[src/rtl/dacdm_pkg.sv]
package dacdm_pkg;
  localparam int unsigned DACDM_CHANNELS = 2;

  typedef enum logic {
    BUS_INTERLEAVED = 1'b0,
    BUS_DUAL        = 1'b1
  } bus_mode_e;
endpackage

[src/rtl/dacdm_ingress.sv]
module dacdm_ingress #(
  parameter int unsigned DW = 10
) (
  input  logic          clk,
  input  logic          rst,
  input  logic          is_dual,
  input  logic [DW-1:0] port_a,
  input  logic [DW-1:0] port_b,
  input  logic          wr_a,
  input  logic          wr_b,
  input  logic          sel_iq,
  output logic [DW-1:0] lat_a,
  output logic [DW-1:0] lat_b,
  output logic [DW-1:0] pair_a,
  output logic [DW-1:0] pair_b
);
  logic wr_q;

  // input latches: own ports in dual-bus mode, steered port A when interleaved
  always_ff @(posedge clk) begin
    if (rst) begin
      lat_a <= '0;
      lat_b <= '0;
    end else if (is_dual) begin
      if (wr_a) lat_a <= port_a;
      if (wr_b) lat_b <= port_b;
    end else if (wr_a) begin
      if (sel_iq) lat_a <= port_a;
      else        lat_b <= port_a;
    end
  end

  // transfer pair: loaded the cycle after a write (trailing edge of the strobe)
  always_ff @(posedge clk) begin
    if (rst) begin
      wr_q   <= 1'b0;
      pair_a <= '0;
      pair_b <= '0;
    end else begin
      wr_q <= wr_a;
      if (!is_dual && wr_q) begin
        pair_a <= lat_a;
        pair_b <= lat_b;
      end
    end
  end
endmodule

[src/rtl/dacdm_upd_div.sv]
module dacdm_upd_div (
  input  logic clk,
  input  logic rst,
  input  logic is_dual,
  input  logic upd_a,
  input  logic upd_b,
  input  logic align_rst,
  output logic ld_a,
  output logic ld_b
);
  logic div_q;
  logic iq_load;

  always_ff @(posedge clk) begin
    if (rst || align_rst || is_dual) div_q <= 1'b0;
    else if (upd_a)                  div_q <= ~div_q;
  end

  // rising edge of the divided update clock
  assign iq_load = upd_a && !align_rst && !div_q;
  assign ld_a    = is_dual ? upd_a : iq_load;
  assign ld_b    = is_dual ? upd_b : iq_load;
endmodule

[src/rtl/dacdm_chan.sv]
module dacdm_chan #(
  parameter int unsigned DW = 10
) (
  input  logic          clk,
  input  logic          rst,
  input  logic          sleep,
  input  logic          load,
  input  logic [DW-1:0] src,
  output logic [DW-1:0] core,
  output logic [DW-1:0] code,
  output logic [DW-1:0] code_n
);
  localparam logic [DW-1:0] MID = DW'(1) << (DW - 1);

  always_ff @(posedge clk) begin
    if (rst) begin
      core   <= '0;
      code   <= '0;
      code_n <= '1;
    end else begin
      if (load && !sleep) core <= src;
      if (sleep) begin
        code   <= MID;
        code_n <= ~MID;
      end else begin
        code   <= core;
        code_n <= ~core;
      end
    end
  end
endmodule

[src/rtl/dacdm_top.sv]
module dacdm_top #(
  parameter int unsigned DW = 10
) (
  input  logic          clk,
  input  logic          rst,
  input  logic          dual_mode,
  input  logic          sleep,
  input  logic [DW-1:0] port_a,
  input  logic [DW-1:0] port_b,
  input  logic          wr_a,
  input  logic          upd_a,
  input  logic          wr_b,
  input  logic          upd_b,
  input  logic          sel_iq,
  input  logic          align_rst,
  output logic [DW-1:0] code_a,
  output logic [DW-1:0] code_a_n,
  output logic [DW-1:0] code_b,
  output logic [DW-1:0] code_b_n
);
  import dacdm_pkg::*;
  localparam int unsigned CH = DACDM_CHANNELS;

  logic          is_dual;
  logic [DW-1:0] lat_a, lat_b, pair_a, pair_b;
  logic [DW-1:0] core_a, core_b;
  logic          ld_a, ld_b;
  logic [CH-1:0] ld_w;
  logic [DW-1:0] src_w  [CH];
  logic [DW-1:0] core_w [CH];
  logic [DW-1:0] code_w [CH];
  logic [DW-1:0] cn_w   [CH];

  assign is_dual = (bus_mode_e'(dual_mode) == BUS_DUAL);

  dacdm_ingress #(.DW(DW)) u_ingress (
    .clk(clk), .rst(rst), .is_dual(is_dual),
    .port_a(port_a), .port_b(port_b), .wr_a(wr_a), .wr_b(wr_b), .sel_iq(sel_iq),
    .lat_a(lat_a), .lat_b(lat_b), .pair_a(pair_a), .pair_b(pair_b)
  );

  dacdm_upd_div u_div (
    .clk(clk), .rst(rst), .is_dual(is_dual),
    .upd_a(upd_a), .upd_b(upd_b), .align_rst(align_rst),
    .ld_a(ld_a), .ld_b(ld_b)
  );

  assign ld_w     = {ld_b, ld_a};
  assign src_w[0] = is_dual ? lat_a : pair_a;
  assign src_w[1] = is_dual ? lat_b : pair_b;

  for (genvar g = 0; g < CH; g++) begin : g_chan
    dacdm_chan #(.DW(DW)) u_chan (
      .clk(clk), .rst(rst), .sleep(sleep), .load(ld_w[g]), .src(src_w[g]),
      .core(core_w[g]), .code(code_w[g]), .code_n(cn_w[g])
    );
  end

  assign core_a   = core_w[0];
  assign core_b   = core_w[1];
  assign code_a   = code_w[0];
  assign code_a_n = cn_w[0];
  assign code_b   = code_w[1];
  assign code_b_n = cn_w[1];
endmodule

[config.mk]
export PLATFORM = sky130hd
export DESIGN_NAME = dacdm_top
export DESIGN_NICKNAME = d
export VERILOG_FILES = /design/src/rtl/dacdm_pkg.sv /design/src/rtl/dacdm_ingress.sv /design/src/rtl/dacdm_upd_div.sv /design/src/rtl/dacdm_chan.sv /design/src/rtl/dacdm_top.sv
export SDC_FILE = /design/constraint.sdc
export NUM_CORES = 1
export LEC_CHECK = 0
export CAP_MARGIN = 20
export CORE_MARGIN = 1
export CORE_UTILIZATION = 30
export CTS_BUF_LIST = sky130_fd_sc_hd__clkbuf_8 sky130_fd_sc_hd__clkbuf_16
export CTS_CLUSTER_SIZE = 20
export DETAILED_ROUTE_END_ITERATION = 6
export MAX_ROUTING_LAYER = met4
export SYNTH_ARGS = -nofsm -noshare
export SYNTH_HDL_FRONTEND = slang
export SYNTH_SLANG_ARGS = --single-unit
export TNS_END_PERCENT = 100
[constraint.sdc]
create_clock -name clk -period 1.7 [get_ports clk]
set_input_delay 0.425 -clock clk [delete_from_list [all_inputs] [get_ports clk]]
set_output_delay 0.425 -clock clk [all_outputs]
set_load 0.01 [all_outputs]
==> results.py, run 1 <==
metrics = {
    "logic_synthesis": {
        "synth_most_common_cell": "dfxtp_1",
        "number_of_synthesis_warnings": 0,
        "synth.area.top_cells": "dfxtp_1 (54%), mux2i_1 (7.9%), a211oi_2 (6.0%), a211oi_1 (4.4%), nand2_1 (4.1%)",
        "synth_adder_area_share_pct": 0,
        "synth_top_family_by_area": "compound AO/OA/AOI/OAI gates",
        "syn_inst": 368,
        "synth_compound_gate_area_share_pct": 14.8,
        "synth_simple_gate_area_share_pct": 11.7,
        "yosys.area.top_type": "dfxtp_1",
        "synthMuxAreaShare_pct": 10.9,
        "ys_dominant_reg_cell": "dfxtp_1",
        "synth.yosys.seq_area_share_pct": 54.1,
        "count_of_flip_flops_with_a_built_in_enable_after_synthesis": 0,
        "synth_cell_types": 30,
        "synth.top_cell.area_share_pct": 54.1,
        "number_of_storage_elements_in_the_synthesis_netlist": 102,
        "postSynth.asyncResetShare_pct": 0,
        "synth-xor-area-share_pct": 0.232,
        "yosys-top-cells-count": "dfxtp_1 (102), nand2_1 (41), a21oi_1 (30), mux2i_1 (30)",
        "syn_avg_cell_area_um2": 10.3,
        "synthesis.area_um2": 3780,
        "synth_nets": 398,
    },
    "routing": {
        "wire_per_inst_um": 12.4,
        "vias_per_cell": 4.39,
        "drt_pre_antenna_iters": 4,
        "wl_um": 7590,
        "detail-route-antenna-nets": 0,
        "drtIter0Drc": 134,
        "vias": 2693,
        "drt_drc_violations_left": 0,
    },
    "setup_path": {
        "critical_path.endpoint": "g_chan[1].u_chan.core[3]",
        "startpoint": "align_rst",
        "cp_cell_sequence": "clkdlybuf4s50_1, or4b_4, a21o_4, a211oi_2",
        "crit_slowest_cell": "or4b_4",
        "crit_path_max_incr_delay_ns": 0.52,
        "worst-r2r-cell-count": 3,
        "worst_ep_required_time_ns": 1.96,
        "timing.critical_path.arrival_ns": 1.90,
        "timing_worst_setup_path_type": "in -> reg",
        "critical_path.reg2reg.startpoint": "u_div.div_q",
        "reg2reg_slack_ns": 0.20,
        "max_fo_critical_path": 10,
        "worstReg2RegEnd": "g_chan[1].u_chan.core[3]",
        "critPathLaunchType": "primary input",
        "crit_path_end_kind": "register",
    },
    "clocking": {
        "clock_sink_count": 102,
        "clk_latency_ns": 0.34,
        "cts_made_buffers": 9,
        "clock-root-buffer": "clkbuf_16",
        "postCtsHoldBufs": 0,
        "tritoncts": "built",
        "clkTransAtPathRegs_ns": 0.06,
        "cts_buffer_depth": 2,
        "cts_max_level": 3,
    },
    "floorplan": {
        "die_area_um2": 13000,
        "site_rows": 40,
        "die_w_um": 114,
        "start_util_pct": 31.1,
        "die-height_um": 114,
        "floorplan.io_pins": 70,
        "design.core.area_um2": 12200,
    },
    "final_layout": {
        "nNetsFinal": 471,
        "drive_above_1_share_pct": 17.0,
        "post_route_standard_cell_area_excluding_fillers_um2": 5000,
        "final_util_pct": 41.1,
        "layout.filler_cells": 1191,
        "finish.cell_count_without_fillers": 614,
        "num_antenna_cells": 0,
        "layout-area-overhead-vs-synth_pct": 32.3,
    },
    "timing": {
        "worst_pin_slew_ns": 0.520,
        "period_needed_ns": 1.64,
        "report.final.hold_viol_count": 0,
        "max_freq_mhz": 610,
        "fin_hold_ws_ns": 0.418,
        "final_setup_slack_of_the_worst_path_ns": 0.0604,
        "rsz_0062_raised_after_global_routing": "no",
        "finalCritPeriodShare_pct": 96.4,
        "worst_slew_slack_as_a_fraction_of_its_limit_pct": 65.3,
        "totalNegativeSetupSlack_ns": 0,
        "finalSetupViolations": 0,
        "drv_slew": 0,
        "setup_skew_after_layout_ns": 0.00903,
    },
    "power": {
        "p_leak_nw": 1.87,
        "power_density_nw_per_um2": 999,
        "irDropWorstVdd_v": 0.000492,
        "design_power_total_mw": 4.99,
    },
    "placement": {
        "hpwlAfterDp_um": 5530,
        "dp_cells": 598,
        "place.port_buffers": 69,
        "dpl-instance-area_um2": 4680,
        "detailedPlace.worstSlack_ns": -0.452,
        "gp_routability_congestion": 0.731,
    },
    "global_route": {
        "initial_antenna_violation_count": 0,
        "grt_remaining_overflow": 0,
        "grt_pass1_vias": 2501,
        "grt_use_total_pct": 12.9,
        "largest_net_degree_at_the_start_of_global_routing": 52,
        "grt_pass1_wl_um": 12700,
    },
    "min_path": {
        "hold_path_class": "reg -> reg",
        "hold_path_depth": 1,
    },
    "run": {
        "timing.max_cap.violations": 0,
    },
    "outcome": {
        "run_status": "finished clean",
    },
}
==> area by class of cell <==
cell class	count	area, um^2	area share [%]
Tap cell	168	210	4.21
Multi-Input combinational cell	208	1450	29.0
Clock buffer	11	253	5.06
Sequential cell	102	2040	40.9
Timing Repair Buffer	90	857	17.2
Clock inverter	5	33.8	0.676
Inverter	30	153	3.05
==> metal layers <==
| metal | up-vias | track usage (%) | share of wire, % |
|---|---|---|---|
| met1 | 1226 | 17.5 | 52 |
| met2 | 61 | 18.3 | 43 |
| met4 | 0 | 7.01 | 2.2 |
| li1 | 1396 | - | - |
| met3 | 10 | 1.85 | 2.9 |
| met5 | - | - | 0 |
==> layout by cell type, fill, tap and decap left out, types with 11 or more instances in the layout <==
cell type          n
a211oi_1          20
a211oi_2          19
a21oi_1           30
and2_1            11
buf_4             19
clkdlybuf4s50_1   66
dfxtp_1          102
inv_1             23
mux2i_1           30
nand2_1           41
nor2_1            14
nor3_1            18
==> cells by family (layout without fill, tap and decap cells) <==
group                  Yosys count  after routing
AND/OR/NAND/NOR                 94             94
multiplexers                    40             40
AO/OA/AOI/OAI                   73             73
flip-flops                     102            102
buffers and inverters           58            136
XOR/XNOR                         1              1
==> worst max-delay path, delay by kind of cell <==
family / cells / cell delay (ns)
simple gates: 1 / 0.52
buf+inv: 1 / 0.42
compound gates: 2 / 0.52
==> sequential cells by signal, summed over array words and instances (netlist names) <==
register and cells:
g_chan.u_chan.code 20, g_chan.u_chan.code_n 20, g_chan.u_chan.core 20, u_div.div_q 1, u_ingress.lat_a 10, u_ingress.lat_b 10
u_ingress.pair_a 10, u_ingress.pair_b 10, u_ingress.wr_q 1
==> timing repair <==
item,CTS,global route
gates resized for setup,8,0
endpoints found under the setup margin,10,0
endpoints found under the hold margin,0,0
buffers inserted,0,0
==> power by group <==
part / internal, mW / switching [mW] / leakage [nW] / total [mW]
registers: 2.49 / 0.0608 / 0.833 / 2.55
clock network: 1.07 / 0.859 / 0.143 / 1.93
logic: 0.262 / 0.250 / 0.895 / 0.512
==> worst min path at each step <==
stage,slack (ns),startpoint,endpoint
3_3_place_gp,0.40,g_chan[1].u_chan.core[8],g_chan[1].u_chan.code_n[8]
2_1_floorplan,0.38,g_chan[1].u_chan.core[8],g_chan[1].u_chan.code_n[8]
3_5_place_dp,0.41,g_chan[1].u_chan.core[8],g_chan[1].u_chan.code_n[8]
6_report,0.42,g_chan[1].u_chan.core[8],g_chan[1].u_chan.code_n[8]
5_1_grt,0.44,g_chan[1].u_chan.core[8],g_chan[1].u_chan.code_n[8]
4_1_cts,0.42,g_chan[1].u_chan.core[8],g_chan[1].u_chan.code_n[8]
Power figures use the tool's default switching activity.
==> run 2, diff against run 1 <==
==> constraint.sdc (replaced) <==
create_clock -name clk -period 1.7 [get_ports clk]
set_input_delay 0.425 -clock clk [delete_from_list [all_inputs] [get_ports clk]]
set_output_delay 0.425 -clock clk [all_outputs]
set_load 0.1 [all_outputs]
==> results.py, run 2 (synthesis gave the netlist of run 1 again) <==
metrics = {
    "outcome": {
        "run_status": "finished clean",
    },
    "placement": {
        "place.port_buffers": 69,
        "gp_routability_congestion": 0.768,
        "hpwlAfterDp_um": 5590,
    },
    "final_layout": {
        "mostFrequentLayoutCells": "dfxtp_1 (102), buf_12 (42), nand2_1 (41)",
        "num_antenna_cells": 0,
        "largestRegisters": "g_chan.u_chan.code: 20 flops, g_chan.u_chan.code_n: 20 flops, g_chan.u_chan.core: 20 flops",
        "final_util_pct": 45.2,
        "layout-area-overhead-vs-synth_pct": 45.5,
        "drive_above_1_share_pct": 26.7,
        "layout.cells.most_common": "dfxtp_1",
        "nNetsFinal": 474,
    },
    "clocking": {
        "cts_made_buffers": 9,
        "clk_latency_ns": 0.35,
        "clock_sink_count": 102,
        "post_cts.repair.setup_buffers": 0,
        "clock-root-buffer": "clkbuf_16",
        "tritoncts": "built",
        "postCtsHoldBufs": 0,
        "cts_buffer_depth": 2,
        "clkTransAtPathRegs_ns": 0.06,
        "cts_max_level": 3,
    },
    "routing": {
        "drtIter0Drc": 112,
        "wire_per_inst_um": 12.6,
        "vias_per_cell": 4.39,
        "drt_drc_violations_left": 0,
        "detail-route-antenna-nets": 0,
        "vias": 2706,
        "drt_pre_antenna_iters": 4,
        "wl_um": 7750,
    },
    "global_route": {
        "largest_net_degree_at_the_start_of_global_routing": 52,
        "grt_pass1_vias": 2547,
        "grt_remaining_overflow": 0,
        "initial_antenna_violation_count": 0,
        "grt_pass1_wl_um": 12700,
        "grt_use_total_pct": 12.9,
    },
    "run": {
        "timing.max_cap.violations": 0,
    },
    "floorplan": {
        "start_util_pct": 31.1,
        "die-height_um": 114,
        "die_area_um2": 13000,
        "site_rows": 40,
        "floorplan.io_pins": 70,
        "die_w_um": 114,
        "design.core.area_um2": 12200,
    },
    "timing": {
        "report.final.hold_viol_count": 0,
        "finalCritPeriodShare_pct": 91.3,
        "period_needed_ns": 1.55,
        "worst_slew_slack_as_a_fraction_of_its_limit_pct": 64.6,
        "fin_hold_ws_ns": 0.403,
        "worst_pin_slew_ns": 0.531,
        "rsz_0062_raised_after_global_routing": "no",
        "setup_skew_after_layout_ns": 0.00976,
        "finalSetupViolations": 0,
        "drv_slew": 0,
        "max_freq_mhz": 645,
    },
    "setup_path": {
        "timing.critical_path.arrival_ns": 1.81,
        "worst_ep_required_time_ns": 1.95,
        "cp_cell_sequence": "or4b_4, a21o_4, a211oi_2",
        "critPathLaunchType": "register",
        "timing_worst_setup_path_type": "reg -> reg",
        "crit_path_end_kind": "register",
        "crit_slowest_cell": "or4b_4",
        "crit_path_max_incr_delay_ns": 0.61,
        "max_fo_critical_path": 5,
    },
    "power": {
        "power.net_switching_mw": 1.36,
        "power_density_nw_per_um2": 1010,
        "internal-power_mw": 4.18,
        "irDropWorstVdd_v": 0.000466,
        "pwr-share-comb_pct": 13.5,
        "p_leak_nw": 2.15,
        "seq_power_share_pct": 46.2,
        "switching_share_pct": 24.6,
        "clockPowerShare_pct": 40.3,
    },
    "min_path": {
        "hold_path_class": "in -> reg",
    },
}
-- run 2: critical path, delay by kind of cell (launching register included) --
| kind | cells | cell delay (ns) |
|---|---|---|
| compound gates | 2 | 0.52 |
| flops | 1 | 0.33 |
| simple gates | 1 | 0.61 |
-- run 2: per-stage QoR --
| stage | instance area (um^2) | cells | setup TNS [ns] | setup WS, ns | total power, mW |
|---|---|---|---|---|---|
| 2_1_floorplan | 3780 | 368 | 0 | 0.173 | 3.07 |
| 3_3_place_gp | 5090 | 599 | -5.28 | -0.360 | 3.34 |
| 3_5_place_dp | 5090 | 599 | -6.65 | -0.423 | 3.35 |
| 4_1_cts | 5440 | 615 | 0 | 0.00862 | 5.59 |
| 5_1_grt | 5500 | 617 | 0 | 0.0819 | 5.74 |
| 6_report | 5500 | 617 | 0 | 0.149 | 5.55 |
-- run 2: final cells by class --
cell class | count | area [um^2]
sequential | 102 | 2040
timing repair buffer | 92 | 1300
inverter | 30 | 153
tap | 168 | 210
clock buffer | 11 | 253
clock inverter | 5 | 81.3
fill | 1132 | 6660
multi-input combinational | 209 | 1460
-- run 2: timing repair --
item,CTS,global route
pin swaps,0,3
gates cloned,0,2
gates resized for setup,4,6
endpoints found under the setup margin,10,7
-- run 2: worst paths after layout --
kind                            startpoint                    endpoint  slack [ns]  cells after the start
hold reg to reg   g_chan[1].u_chan.core[8]  g_chan[1].u_chan.code_n[8]        0.41                      1
hold / removal                   align_rst                 u_div.div_q        0.40                      3
setup / recovery               u_div.div_q    g_chan[1].u_chan.core[6]        0.15                      3
setup reg to reg               u_div.div_q    g_chan[1].u_chan.core[6]        0.15                      3
-- run 2: per-layer routing --
metal  share of wire [%]  global-route usage, %
met1                  51                   17.4
met2                  42                   18.3
met3                 4.9                   3.34
met4                 1.7                   4.94
met5                   0                      -
-- run 2: power by group through the flow --
| stage | Combinational [mW] | Sequential (mW) | Clock [mW] |
|---|---|---|---|
| 2_1_floorplan | 0.297 | 2.77 | 0 |
| 3_3_place_gp | 0.723 | 2.62 | 0 |
| 3_5_place_dp | 0.732 | 2.62 | 0 |
| 4_1_cts | 0.738 | 2.57 | 2.28 |
| 5_1_grt | 0.793 | 2.58 | 2.37 |
| 6_report | 0.746 | 2.56 | 2.24 |
==> run 3, diff against run 2 <==
GPL_TIMING_DRIVEN = 0   (was not set)
==> results.py, run 3 (synthesis gave the netlist of run 1 again) <==
metrics = {
    "outcome": {
        "run_status": "finished clean",
    },
    "clocking": {
        "post_cts.repair.setup_buffers": 0,
        "clkTransAtPathRegs_ns": 0.07,
        "cts_buffer_depth": 2,
        "cts_made_buffers": 9,
        "tritoncts": "built",
        "clock-root-buffer": "clkbuf_16",
        "clock_sink_count": 102,
        "cts_max_level": 3,
        "clk_latency_ns": 0.35,
    },
    "global_route": {
        "largest_net_degree_at_the_start_of_global_routing": 18,
        "grt_use_total_pct": 13.0,
        "grt_remaining_overflow": 0,
        "initial_antenna_violation_count": 0,
        "grt_pass1_wl_um": 12700,
        "grt_pass1_vias": 2585,
    },
    "min_path": {
        "hold_path_class": "in -> reg",
    },
    "timing": {
        "period_needed_ns": 1.63,
        "final_setup_slack_of_the_worst_path_ns": 0.0652,
        "finalCritPeriodShare_pct": 96.2,
        "setup_skew_after_layout_ns": 0.0108,
        "worst_pin_slew_ns": 0.549,
        "fin_hold_ws_ns": 0.291,
        "max_freq_mhz": 612,
        "report.final.hold_viol_count": 0,
        "rsz_0062_raised_after_global_routing": "no",
        "totalNegativeSetupSlack_ns": 0,
        "finalSetupViolations": 0,
        "worst_slew_slack_as_a_fraction_of_its_limit_pct": 63.5,
        "drv_slew": 0,
    },
    "setup_path": {
        "timing.critical_path.arrival_ns": 1.21,
        "critPathLaunchType": "register",
        "critical_path.reg2reg.startpoint": "u_div.div_q",
        "crit_path_max_incr_delay_ns": 0.55,
        "reg2reg_slack_ns": 0.19,
        "worst_ep_required_time_ns": 1.27,
        "startpoint": "g_chan[0].u_chan.code[4]",
        "max_fo_critical_path": 1,
        "critical_path_depth": 1,
        "cp_cell_sequence": "clkdlybuf4s15_2",
        "worst-r2r-cell-count": 4,
        "crit_path_end_kind": "output port",
        "timing_worst_setup_path_type": "reg -> out",
        "cp.buffers_inverters": 1,
        "critical_path.top_delay_family": "buffers and inverters",
        "crit_slowest_cell": "clkdlybuf4s15_2",
        "worstReg2RegEnd": "g_chan[1].u_chan.core[8]",
        "critical_path.endpoint": "code_a[4]",
    },
    "power": {
        "power_density_nw_per_um2": 1020,
        "p_leak_nw": 1.88,
        "irDropWorstVdd_v": 0.000519,
    },
    "final_layout": {
        "drive_above_1_share_pct": 23.6,
        "layout-area-overhead-vs-synth_pct": 32.4,
        "layout.cells.most_common": "dfxtp_1",
        "mostFrequentLayoutCells": "dfxtp_1 (102), nand2_1 (41), clkdlybuf4s15_2 (40)",
        "post_route_standard_cell_area_excluding_fillers_um2": 5000,
        "finish.cell_count_without_fillers": 618,
        "layout.filler_cells": 1225,
        "num_antenna_cells": 0,
        "largestRegisters": "g_chan.u_chan.code: 20 flops, g_chan.u_chan.code_n: 20 flops, g_chan.u_chan.core: 20 flops",
        "nNetsFinal": 475,
    },
    "routing": {
        "wl_um": 7720,
        "drtIter0Drc": 133,
        "vias_per_cell": 4.43,
        "vias": 2738,
        "wire_per_inst_um": 12.5,
        "drt_drc_violations_left": 0,
        "drt_pre_antenna_iters": 5,
        "detail-route-antenna-nets": 0,
    },
    "placement": {
        "dpl-instance-area_um2": 4670,
        "gp_routability_congestion": 0.781,
        "detailedPlace.worstSlack_ns": -0.474,
        "dp_cells": 604,
        "hpwlAfterDp_um": 5960,
        "place.port_buffers": 68,
    },
    "floorplan": {
        "die_w_um": 114,
        "floorplan.io_pins": 70,
        "die-height_um": 114,
        "design.core.area_um2": 12200,
        "site_rows": 40,
        "die_area_um2": 13000,
        "start_util_pct": 31.1,
    },
    "run": {
        "timing.max_cap.violations": 0,
    },
}
-- run 3: changes by cell type in the layout (fill, tap and decap cells not counted), sizes merged --
cell / before / now
buf: 64 / 13
clkdlybuf4s15: 0 / 40
clkbuf: 12 / 21
bufinv: 2 / 0
clkinvlp: 1 / 3
dlygate4sd2: 0 / 2
inv: 22 / 24
a21o: 2 / 1
dlygate4sd1: 0 / 1
dlymetal6s2s: 2 / 1
-- run 3: how the worst min path moves through the flow --
stage / startpoint / end / slack, ns / cells past startpoint
2_1_floorplan: g_chan[1].u_chan.core[8] / g_chan[1].u_chan.code_n[8] / 0.38 / 1
3_3_place_gp: g_chan[1].u_chan.core[8] / g_chan[1].u_chan.code_n[8] / 0.40 / 1
3_5_place_dp: g_chan[1].u_chan.core[8] / g_chan[1].u_chan.code_n[8] / 0.41 / 1
4_1_cts: rst / u_ingress.wr_q / 0.28 / 2
5_1_grt: rst / u_ingress.wr_q / 0.29 / 2
6_report: rst / u_ingress.wr_q / 0.29 / 2
-- run 3: per-stage QoR --
step	total power, mW	utilization [%]
after floorplan	3.07	-
after global routing	5.29	41.1
after detailed placement	3.28	38.4
after CTS	5.15	41.1
final	5.09	41.1
after global placement	3.27	38.4
-- run 3: worst reg2reg max path, cell delays in order, from the launching register on --
cell      delay [ns]
dfxtp_1         0.33
or4b_4          0.55
a21o_1          0.18
buf_6           0.15
a211oi_2        0.22
-- run 3: routing by layer --
metal	track usage, %	routed length [um]	vias to the layer above
met5	-	0	-
met4	4.68	129	0
met3	3.23	371	12
met2	19.3	3300	72
met1	17.1	3920	1253
li1	-	-	1401
-- run 3: what timing repair did --
action | CTS | global route
setup endpoints to repair | 81 | 8
cloned | 0 | 0
resized for setup | 128 | 1
hold buffers | 0 | 0
-- run 3: final cells by class --
type | instances | area (um^2) | share of cell area [%]
Clock buffer | 9 | 225 | 4.50
Tap cell | 168 | 210 | 4.20
Inverter | 30 | 153 | 3.05
Buffer | 26 | 160 | 3.20
Timing Repair Buffer | 68 | 731 | 14.6
Clock inverter | 7 | 51.3 | 1.03
Sequential cell | 102 | 2040 | 40.8
Multi-Input combinational cell | 208 | 1430 | 28.6
-- run 3: power by group --
group / internal [mW] / switching, mW
logic: 0.242 / 0.419
clock network: 0.996 / 0.882
registers: 2.49 / 0.0617
total: 3.73 / 1.36
